$ cat config.mk
export PLATFORM = sky130hd
export DESIGN_NAME = shift_exec
export DESIGN_NICKNAME = d
export VERILOG_FILES = /design/src/rtl/shift_exec_pkg.sv /design/src/rtl/shift_exec_decode.sv /design/src/rtl/shift_exec_count.sv /design/src/rtl/shift_exec_lane.sv /design/src/rtl/shift_exec_core.sv /design/src/rtl/shift_exec.sv
export SDC_FILE = /design/constraint.sdc
export NUM_CORES = 1
export LEC_CHECK = 0
export BUFFER_PORTS_ARGS = -buffer_cell sky130_fd_sc_hd__buf_2
export CAP_MARGIN = 20
export CORE_MARGIN = 8
export CORE_UTILIZATION = 35
export CTS_CLUSTER_DIAMETER = 80
export CTS_CLUSTER_SIZE = 25
export DETAILED_ROUTE_END_ITERATION = 8
export HOLD_SLACK_MARGIN = 0.15
export SYNTH_ARGS = -nofsm -noshare
export SYNTH_HDL_FRONTEND = slang
export SYNTH_SLANG_ARGS = --single-unit
$ cat constraint.sdc
create_clock -name clk_i -period 1.2 [get_ports clk_i]
set_input_delay 0.24 -clock clk_i [delete_from_list [all_inputs] [get_ports clk_i]]
set_output_delay 0.24 -clock clk_i [all_outputs]
set_load 0.1 [all_outputs]
$ cat src/rtl/shift_exec_pkg.sv
package shift_exec_pkg;
  typedef enum logic [1:0] {SRC_ONE = 2'd0, SRC_REG = 2'd1, SRC_IMM = 2'd2} cnt_src_e;
  typedef enum logic [1:0] {SZ_B = 2'd0, SZ_W = 2'd1, SZ_D = 2'd2} op_size_e;
  localparam int unsigned NUM_SIZES = 3;
endpackage

$ cat src/rtl/shift_exec_decode.sv
module shift_exec_decode
  import shift_exec_pkg::*;
(
  input  logic [7:0] opcode_i,
  input  logic [2:0] reg_i,
  input  logic       opsz32_i,
  output logic       legal_o,
  output logic       left_o,
  output cnt_src_e   src_o,
  output op_size_e   size_o
);
  logic op_ok;

  always_comb begin
    op_ok = 1'b1;
    src_o = SRC_ONE;
    unique case (opcode_i[7:1])
      7'h68:   src_o = SRC_ONE;
      7'h69:   src_o = SRC_REG;
      7'h60:   src_o = SRC_IMM;
      default: op_ok = 1'b0;
    endcase
  end


  assign left_o  = (reg_i == 3'd4);
  assign legal_o = op_ok && (reg_i == 3'd4 || reg_i == 3'd5);

  assign size_o  = !opcode_i[0] ? SZ_B : (opsz32_i ? SZ_D : SZ_W);
endmodule

$ cat src/rtl/shift_exec_count.sv
module shift_exec_count
  import shift_exec_pkg::*;
#(
  parameter int unsigned RAW_W = 8,
  parameter int unsigned CNT_W = 5
) (
  input  cnt_src_e         src_i,
  input  logic [RAW_W-1:0] count_i,
  input  logic [RAW_W-1:0] imm_i,
  output logic [CNT_W-1:0] cnt_o
);
  logic [RAW_W-1:0] raw;
  logic [RAW_W-CNT_W-1:0] unused_hi;

  always_comb begin
    unique case (src_i)
      SRC_REG: raw = count_i;
      SRC_IMM: raw = imm_i;
      default: raw = RAW_W'(1);
    endcase
  end

  // only the low bits survive
  assign cnt_o     = raw[CNT_W-1:0];
  assign unused_hi = raw[RAW_W-1:CNT_W];
endmodule

$ cat src/rtl/shift_exec_lane.sv
module shift_exec_lane #(
  parameter int unsigned XLEN  = 32,
  parameter int unsigned W     = 8,
  parameter int unsigned CNT_W = 5
) (
  input  logic [XLEN-1:0]  a_i,
  input  logic [CNT_W-1:0] n_i,
  input  logic             left_i,
  output logic [XLEN-1:0]  y_o,
  output logic             cf_o
);
  logic [W:0] lext;
  logic [W:0] rext;

  // extra bit catches the last bit out; counts past W leave only zeros
  assign lext = {1'b0, a_i[W-1:0]} << n_i;
  assign rext = {a_i[W-1:0], 1'b0} >> n_i;

  always_comb begin
    y_o = a_i; // bits above W pass through
    if (left_i) begin
      y_o[W-1:0] = lext[W-1:0];
      cf_o       = lext[W];
    end else begin
      y_o[W-1:0] = rext[W:1];
      cf_o       = rext[0];
    end
  end
endmodule

$ cat src/rtl/shift_exec_core.sv
module shift_exec_core
  import shift_exec_pkg::*;
#(
  parameter int unsigned XLEN  = 32,
  parameter int unsigned CNT_W = 5
) (
  input  logic [XLEN-1:0]  a_i,
  input  logic [CNT_W-1:0] n_i,
  input  logic             left_i,
  input  op_size_e         size_i,
  output logic [XLEN-1:0]  y_o,
  output logic             cf_o
);
  logic [XLEN-1:0] lane_y  [NUM_SIZES];
  logic            lane_cf [NUM_SIZES];

  for (genvar i = 0; i < NUM_SIZES; i++) begin : g_lane
    shift_exec_lane #(.XLEN(XLEN), .W(8 << i), .CNT_W(CNT_W)) u_lane (
      .a_i   (a_i),
      .n_i   (n_i),
      .left_i(left_i),
      .y_o   (lane_y[i]),
      .cf_o  (lane_cf[i])
    );
  end

  always_comb begin
    unique case (size_i)
      SZ_W:    begin y_o = lane_y[1]; cf_o = lane_cf[1]; end
      SZ_D:    begin y_o = lane_y[2]; cf_o = lane_cf[2]; end
      default: begin y_o = lane_y[0]; cf_o = lane_cf[0]; end
    endcase
  end
endmodule

$ cat src/rtl/shift_exec.sv
module shift_exec
  import shift_exec_pkg::*;
#(
  parameter int unsigned XLEN  = 32,
  parameter int unsigned RAW_W = 8,
  parameter int unsigned CNT_W = 5
) (
  input  logic             clk_i,
  input  logic             rst_ni,
  input  logic             valid_i,
  input  logic [7:0]       opcode_i,
  input  logic [2:0]       modrm_reg_i,
  input  logic             opsz32_i,
  input  logic [XLEN-1:0]  operand_i,
  input  logic [RAW_W-1:0] count_i,
  input  logic [RAW_W-1:0] imm_i,
  output logic             valid_o,
  output logic             illegal_o,
  output logic [XLEN-1:0]  result_o,
  output logic             cf_o,
  output logic             cf_upd_o
);
  logic             legal, left;
  cnt_src_e         src;
  op_size_e         size;
  logic [CNT_W-1:0] cnt;
  logic [XLEN-1:0]  sh_y;
  logic             sh_cf;
  logic             do_shift;

  shift_exec_decode u_dec (
    .opcode_i(opcode_i),
    .reg_i   (modrm_reg_i),
    .opsz32_i(opsz32_i),
    .legal_o (legal),
    .left_o  (left),
    .src_o   (src),
    .size_o  (size)
  );

  shift_exec_count #(.RAW_W(RAW_W), .CNT_W(CNT_W)) u_cnt (
    .src_i  (src),
    .count_i(count_i),
    .imm_i  (imm_i),
    .cnt_o  (cnt)
  );

  shift_exec_core #(.XLEN(XLEN), .CNT_W(CNT_W)) u_core (
    .a_i   (operand_i),
    .n_i   (cnt),
    .left_i(left),
    .size_i(size),
    .y_o   (sh_y),
    .cf_o  (sh_cf)
  );

  // zero count or bad encoding leaves operand and flags alone
  assign do_shift = legal && (cnt != '0);


  always_ff @(posedge clk_i or negedge rst_ni) begin
    if (!rst_ni) begin
      valid_o   <= 1'b0;
      illegal_o <= 1'b0;
      result_o  <= '0;
      cf_o      <= 1'b0;
      cf_upd_o  <= 1'b0;
    end else begin
      valid_o <= valid_i;
      if (valid_i) begin
        illegal_o <= !legal;
        result_o  <= do_shift ? sh_y : operand_i;
        cf_o      <= do_shift && sh_cf;
        cf_upd_o  <= do_shift;
      end
    end
  end


  valid_lat_chk: assert property (@(posedge clk_i) disable iff (!rst_ni)
    valid_i |=> valid_o);


  bad_reg_chk: assert property (@(posedge clk_i) disable iff (!rst_ni)
    valid_i && modrm_reg_i != 3'd4 && modrm_reg_i != 3'd5 |=> illegal_o && !cf_upd_o);


  no_upd_pass_chk: assert property (@(posedge clk_i) disable iff (!rst_ni)
    valid_i |=> (cf_upd_o || (result_o == $past(operand_i) && !cf_o)));


  byte_upper_chk: assert property (@(posedge clk_i) disable iff (!rst_ni)
    valid_i && !opcode_i[0] |=> result_o[XLEN-1:8] == $past(operand_i[XLEN-1:8]));


  by_one_chk: assert property (@(posedge clk_i) disable iff (!rst_ni)
    valid_i && opcode_i[7:1] == 7'h68 && (modrm_reg_i == 3'd4 || modrm_reg_i == 3'd5)
    |=> cf_upd_o && !illegal_o);
endmodule

**Word-level counts from Yosys, hierarchy flattened**

Cells that the tools add are included.

- Word-level logic and storage cells: 41
- Output and inout port bits: 36
- Input bits: 63
- Flip-flop bits (word level): 36

- Shift-type cells: 6
- Reduce and logical (&&, ||, !) cells: 7
- Multiplexer cells: 14
- Equality and inequality tests: 9

Operator list:

| cell | number |
|---|---|
| 32-bit two-way mux | 2 |
| 32-bit one-hot mux with 2 select lines | 1 |
| 32-bit by 5-bit << shifter with 33-bit output | 1 |
| 33-bit by 5-bit >> shifter with 33-bit output | 1 |
| 7-bit equality test, second input constant | 3 |
| 16-bit by 5-bit << shifter with 17-bit output | 1 |
| 17-bit by 5-bit >> shifter with 17-bit output | 1 |
| 16-bit two-way mux | 1 |
| 5-bit one-hot mux with 2 select lines | 1 |
| 8-bit by 5-bit << shifter with 9-bit output | 1 |
| 9-bit by 5-bit >> shifter with 9-bit output | 1 |
| 8-bit two-way mux | 1 |
| 3-bit equality test, second input constant | 2 |
| 5-bit nonzero test | 1 |
| 2-bit by 1-bit equality test with 1-bit output, second input constant | 2 |
| 2-bit equality test, second input constant | 2 |
| 1-bit two-way mux | 4 |
| 2-bit two-way mux | 2 |
| 2-bit one-hot mux with 2 select lines | 1 |
| 1-bit logical AND | 3 |
| 3-bit OR reduction | 1 |
| 1-bit one-hot mux with 2 select lines | 1 |
| 1-bit zero test | 1 |
| 1-bit logical OR | 1 |

**Longest topological paths before layout**

- Depth in word-level cells: 8
- Gate-level depth with buffers: 16
- Depth with buffers taken out: 13

**Hierarchy**

A second synthesis with hierarchy kept.

- Cells, all modules: 1216
- Area, all modules: 10427.5 sq um

Modules (own cells, without submodules):

| module | cells an instance | times used | area each (sq um) | seq. area each (sq um) |
|---|---|---|---|---|
| shift_exec_lane at u_core.g_lane[2].u_lane | 450 | 1 | 3617.2 | 0.0 |
| shift_exec | 273 | 1 | 2477.4 | 900.9 |
| shift_exec_lane at u_core.g_lane[1].u_lane | 232 | 1 | 2202.1 | 0.0 |
| shift_exec_core | 118 | 1 | 1017.2 | 0.0 |
| shift_exec_lane at u_core.g_lane[0].u_lane | 120 | 1 | 929.6 | 0.0 |
| shift_exec_decode | 10 | 1 | 96.3 | 0.0 |
| shift_exec_count | 13 | 1 | 87.6 | 0.0 |

**Worst setup path after synthesis**

OpenSTA, ideal clock, no wires.

- Path type: in2reg
- Start point: input opcode_i[3]
- End point: register result_o[6]
- Path slack: -2.058 ns
- Data arrival time: 3.117 ns
- Stages on the path: 14
- Required time: 1.059 ns
- Buffers on the path: 2
- Library setup time: 0.141 ns
- Cells stage by stage: nor4b_1 nand2_1 or3_1 ha_1 buf_2 a221oi_4 buf_6 mux2i_1 mux2i_1 nand2_1 a211oi_1 a2111o_1 a221oi_1 a211oi_2

- Longest elaborated chain between the ends: 8
- Elaborated cells on any way between the ends: 23
- Those cells by class: eq/ne (5); shift (6); mux (8); reduce/logical (4)

Ends and longest elaborated chain:

| element | RTL line | RTL |
|---|---|---|
| start: declaration | shift_exec.sv:11 | `input logic [7:0] opcode_i,` |
| 7-bit equality test | shift_exec_decode.sv:17 | `unique case (opcode_i[7:1])` |
| 2-bit one-hot mux with 2 select lines | shift_exec_decode.sv:17 |  |
| 2-bit equality test or 2-bit by 1-bit equality test with 1-bit output (tied branches) | shift_exec_count.sv:16 | `unique case (src_i)` |
| 5-bit one-hot mux with 2 select lines | shift_exec_count.sv:16 |  |
| 33-bit by 5-bit >> shifter with 33-bit output (tied with other cells) | shift_exec_lane.sv:17 | `assign rext = {a_i[W-1:0], 1'b0} >> n_i;` |
| 32-bit two-way mux (tied with other cells) | shift_exec_lane.sv:21 | `if (left_i) begin` |
| 32-bit one-hot mux with 2 select lines | shift_exec_core.sv:28 | `unique case (size_i)` |
| 32-bit two-way mux (*) | shift_exec.sv:72 | `result_o <= do_shift ? sh_y : operand_i;` |
| end signal: assignment | shift_exec.sv:72 |  |
| end: declaration | shift_exec.sv:19 | `output logic [XLEN-1:0] result_o,` |

Every way passes the cells marked *; elsewhere a longest branch is shown, timed or not.
A chain may end at the register's enable or synchronous reset.

**Final worst setup path**

- Start point: input opcode_i[5]
- End point: register result_o[13]

- Longest elaborated chain between the ends: 8
- Elaborated cells on any way between the ends: 20
- Those cells by class: eq/ne (5); shift (4); mux (7); reduce/logical (4)

Ends and longest elaborated chain:

| element | RTL line |
|---|---|
| 7-bit equality test | shift_exec_decode.sv:17 |
| 2-bit one-hot mux with 2 select lines | shift_exec_decode.sv:17 |
| 2-bit equality test or 2-bit by 1-bit equality test with 1-bit output (tied branches) | shift_exec_count.sv:16 |
| 5-bit one-hot mux with 2 select lines | shift_exec_count.sv:16 |
| 33-bit by 5-bit >> shifter with 33-bit output (tied with other cells) | shift_exec_lane.sv:17 |
| 32-bit two-way mux or 16-bit two-way mux (tied branches) | shift_exec_lane.sv:21 |
| 32-bit one-hot mux with 2 select lines | shift_exec_core.sv:28 |
| 32-bit two-way mux (*) | shift_exec.sv:72 |

Marked as above.

==> impl_metrics.env <==
export IMPL_status="finished with violations"
export IMPL_violations="negative setup slack"
export IMPL_clk_pin_slew_ns=0.06
export IMPL_cts_sinks=36
export IMPL_grt_max_degree=37
export IMPL_finClkSkew_ns=0
export IMPL_cap_viol_max_count=0
export IMPL_synth_top_flop_cell="dfrtp_1"
export IMPL_ff2ff_path_depth=4
export IMPL_hold_path_class="primary input to register"
export IMPL_fin_crit_ns=3.30
export IMPL_diodes=0
export IMPL_core_um2=16500
export IMPL_pwr_share_seq=0.221
export IMPL_async_reset_ff_frac=1.00
export IMPL_fin_crit_sh=2.75
export IMPL_routed_wl_um=39500
export IMPL_cts_max_level=2
export IMPL_dieArea_um2=21100
export IMPL_tightest_slew_ns=0.442
export IMPL_drt_iter0_markers=1093
export IMPL_synth_seq_cells=36
export IMPL_mostFrequentLayoutCells="buf_4, nand2_1, nor2_1"
export IMPL_cp_endpoint="result_o[13]"
export IMPL_num_vias=9457
export IMPL_yosysWarnings=0
export IMPL_synth_edf_count=0
export IMPL_fin_ws_ns=-2.10
export IMPL_cp_required_ns=1.40
export IMPL_cp_end_kind="register"
export IMPL_fmax_ghz=0.303
export IMPL_hold_viol=0
export IMPL_mostFrequentLayoutCell="buf_4"
export IMPL_track_usage=0.344
export IMPL_r2r_start="cf_o"
export IMPL_rsz0062_at_grt="true"
export IMPL_ant_nets=0
export IMPL_power_mw=6.48
export IMPL_pwr_share_clk=0.233
export IMPL_dp_slack_ns=-2.74
export IMPL_cts_tree="built"
export IMPL_r2r_slack_ns=0.01
export IMPL_finalWeightedCongestion=1.02
export IMPL_netlist_area_um2=5860
export IMPL_path_max_fanout=7
export IMPL_hold_slack_ns=0.347
export IMPL_cts_buffers=5
export IMPL_setup_viol=34
export IMPL_grt_ovfl_total=0
export IMPL_drc=0
export IMPL_p_switching_mw=2.72
export IMPL_synthToLayoutAreaGrowth_pct=99.6
export IMPL_seq_area_frac_synth=0.154
export IMPL_dp_hpwl_um=29700
export IMPL_wire_per_inst_um=26.7
export IMPL_syn_area_per_cell_um2=6.89
export IMPL_cp_start_kind="primary input"
export IMPL_die_y_um=145
export IMPL_utilization=0.711
export IMPL_grt_antenna_before_repair=0
export IMPL_layout_drive_gt1_share=0.577
export IMPL_ir_drop_mv=0.667
export IMPL_synth_distinct_cells=74
export IMPL_start_util=0.356
export IMPL_syn_inst=851
export IMPL_comb_power_share=0.545
export IMPL_avgViaCountPerCell=6.40
export IMPL_placementRows=47
export IMPL_power_internal_mw=3.76
export IMPL_portBuffers=92
export IMPL_reg2reg_to="cf_o"
export IMPL_cellLeakagePower_nw=5.00
export IMPL_finish_net_count=1322
export IMPL_p_per_area_nw_per_um2=554
export IMPL_crit_type="primary input to register"
export IMPL_grt_pass1_wl_um=56500
export IMPL_switching_share=0.420
export IMPL_clk_latency_ns=0.28
export IMPL_placed_area_um2=9560
export IMPL_maxSlewViolCount=0
export IMPL_root_buffer="clkbuf_16"
export IMPL_cts_buffer_depth=2
export IMPL_fin_area_um2=11700
export IMPL_relSlewSlack=0.704
export IMPL_grt_pass1_vias=9328
export IMPL_cp_arrival_ns=3.50
export IMPL_syn_nets=916
export IMPL_fp_dieW_um=145
export IMPL_firstDrtPassIters=7
export IMPL_crit_start="opcode_i[5]"
export IMPL_num_io_pins=99
## layer usage
metal,up-vias,part of all wire,track usage
met3,215,0.099,0.0725
li1,4077,-,-
met5,-,0,0
met2,690,0.43,0.529
met1,4475,0.38,0.416
met4,0,0.097,0.258
## worst max-delay path, stage by stage
cell and delay [ns]:
buf_6 0.09, nor4b_4 0.30, nand2_1 0.10, or3_4 0.41, inv_2 0.09, ha_4 0.17, a22oi_2 0.09, buf_6 0.15
nor2_4 0.23, buf_12 0.17, buf_8 0.13, buf_4 0.12, nand2_1 0.09, a311oi_2 0.32, buf_4 0.18, nor3_1 0.05
buf_4 0.18, o22a_1 0.19, o31ai_1 0.19
## power by group through the flow
stage	combinational, mW	clock, mW	sequential [mW]
2_1_floorplan	0.751	0	2.13
3_3_place_gp	3.02	0	1.45
3_5_place_dp	3.02	0	1.45
4_1_cts	3.28	1.53	1.43
5_1_grt	3.64	1.59	1.44
6_report	3.53	1.51	1.43
## stage by stage
stage	std cells	TNS, ns
floorplan	851	-57.42
global placement	1413	-77.95
detailed placement	1413	-79.08
CTS	1444	-64.30
global route	1478	-71.07
finish	1478	-66.97
## sequential cells by signal, summed over array words and instances (netlist names)
signal     count
cf_o           1
illegal_o      1
cf_upd_o       1
valid_o        1
result_o      32
## synth_stat cells, types with 5 or more instances
master | instances | area, um^2
nand2_1 | 89 | 334
nand3_1 | 19 | 95.1
o211ai_1 | 32 | 240
a21o_1 | 6 | 45.0
a22o_1 | 7 | 61.3
or3_1 | 15 | 93.8
buf_6 | 7 | 78.8
mux2_2 | 7 | 78.8
o2bb2ai_1 | 12 | 105
inv_1 | 13 | 48.8
nor2_1 | 101 | 379
o22ai_1 | 11 | 68.8
a31oi_1 | 26 | 163
a22oi_1 | 20 | 150
o2111ai_1 | 6 | 52.6
or2_2 | 5 | 31.3
o21ai_1 | 9 | 45.0
mux2i_1 | 44 | 440
o21ai_0 | 87 | 435
clkbuf_1 | 34 | 128
a211oi_1 | 9 | 67.6
o31ai_1 | 13 | 97.6
buf_1 | 5 | 18.8
buf_2 | 33 | 165
a2bb2oi_1 | 6 | 52.6
a21oi_1 | 84 | 420
a221o_1 | 5 | 50.1
nor3_1 | 17 | 85.1
dfrtp_1 | 36 | 901
a221oi_1 | 9 | 78.8
and3_1 | 8 | 50.1
## cell type report
cell class                      count  area, um^2
Inverter                           13        51.3
Clock buffer                        6         129
Timing Repair Buffer              482        4390
Fill cell                        1282        4770
Multi-Input combinational cell    719        5910
Clock inverter                      2        35.0
Sequential cell                    36         902
Tap cell                          220         275
## kinds of logic after synthesis
group                    Yosys count  synth area share
AO/OA/AOI/OAI                    389             0.454
adder cells (fa/ha/maj)            2           0.00427
buffers and inverters             97            0.0826
flip-flops                        36             0.154
multiplexers                      54             0.101
AND/OR/NAND/NOR                  273             0.204
## timing repair
item / CTS / global route
setup buffers: 22 / 37
hold buffers: 1 / 0
endpoints found under the hold margin: 36 / 0
resized for setup: 193 / 126
endpoints found under the setup margin: 35 / 34
pin swaps: 56 / 69
gates cloned: 4 / 1
## worst min path at each step
stage	from	to	slack, ns	depth (start not counted)
2_1_floorplan	rst_ni	cf_o	-0.06	0
3_3_place_gp	rst_ni	result_o[20]	0.22	2
3_5_place_dp	rst_ni	result_o[20]	0.22	2
4_1_cts	operand_i[11]	result_o[11]	0.33	3
5_1_grt	operand_i[11]	result_o[11]	0.34	3
6_report	operand_i[11]	result_o[11]	0.35	3
Note: power is estimated with default switching activity, not from simulation.
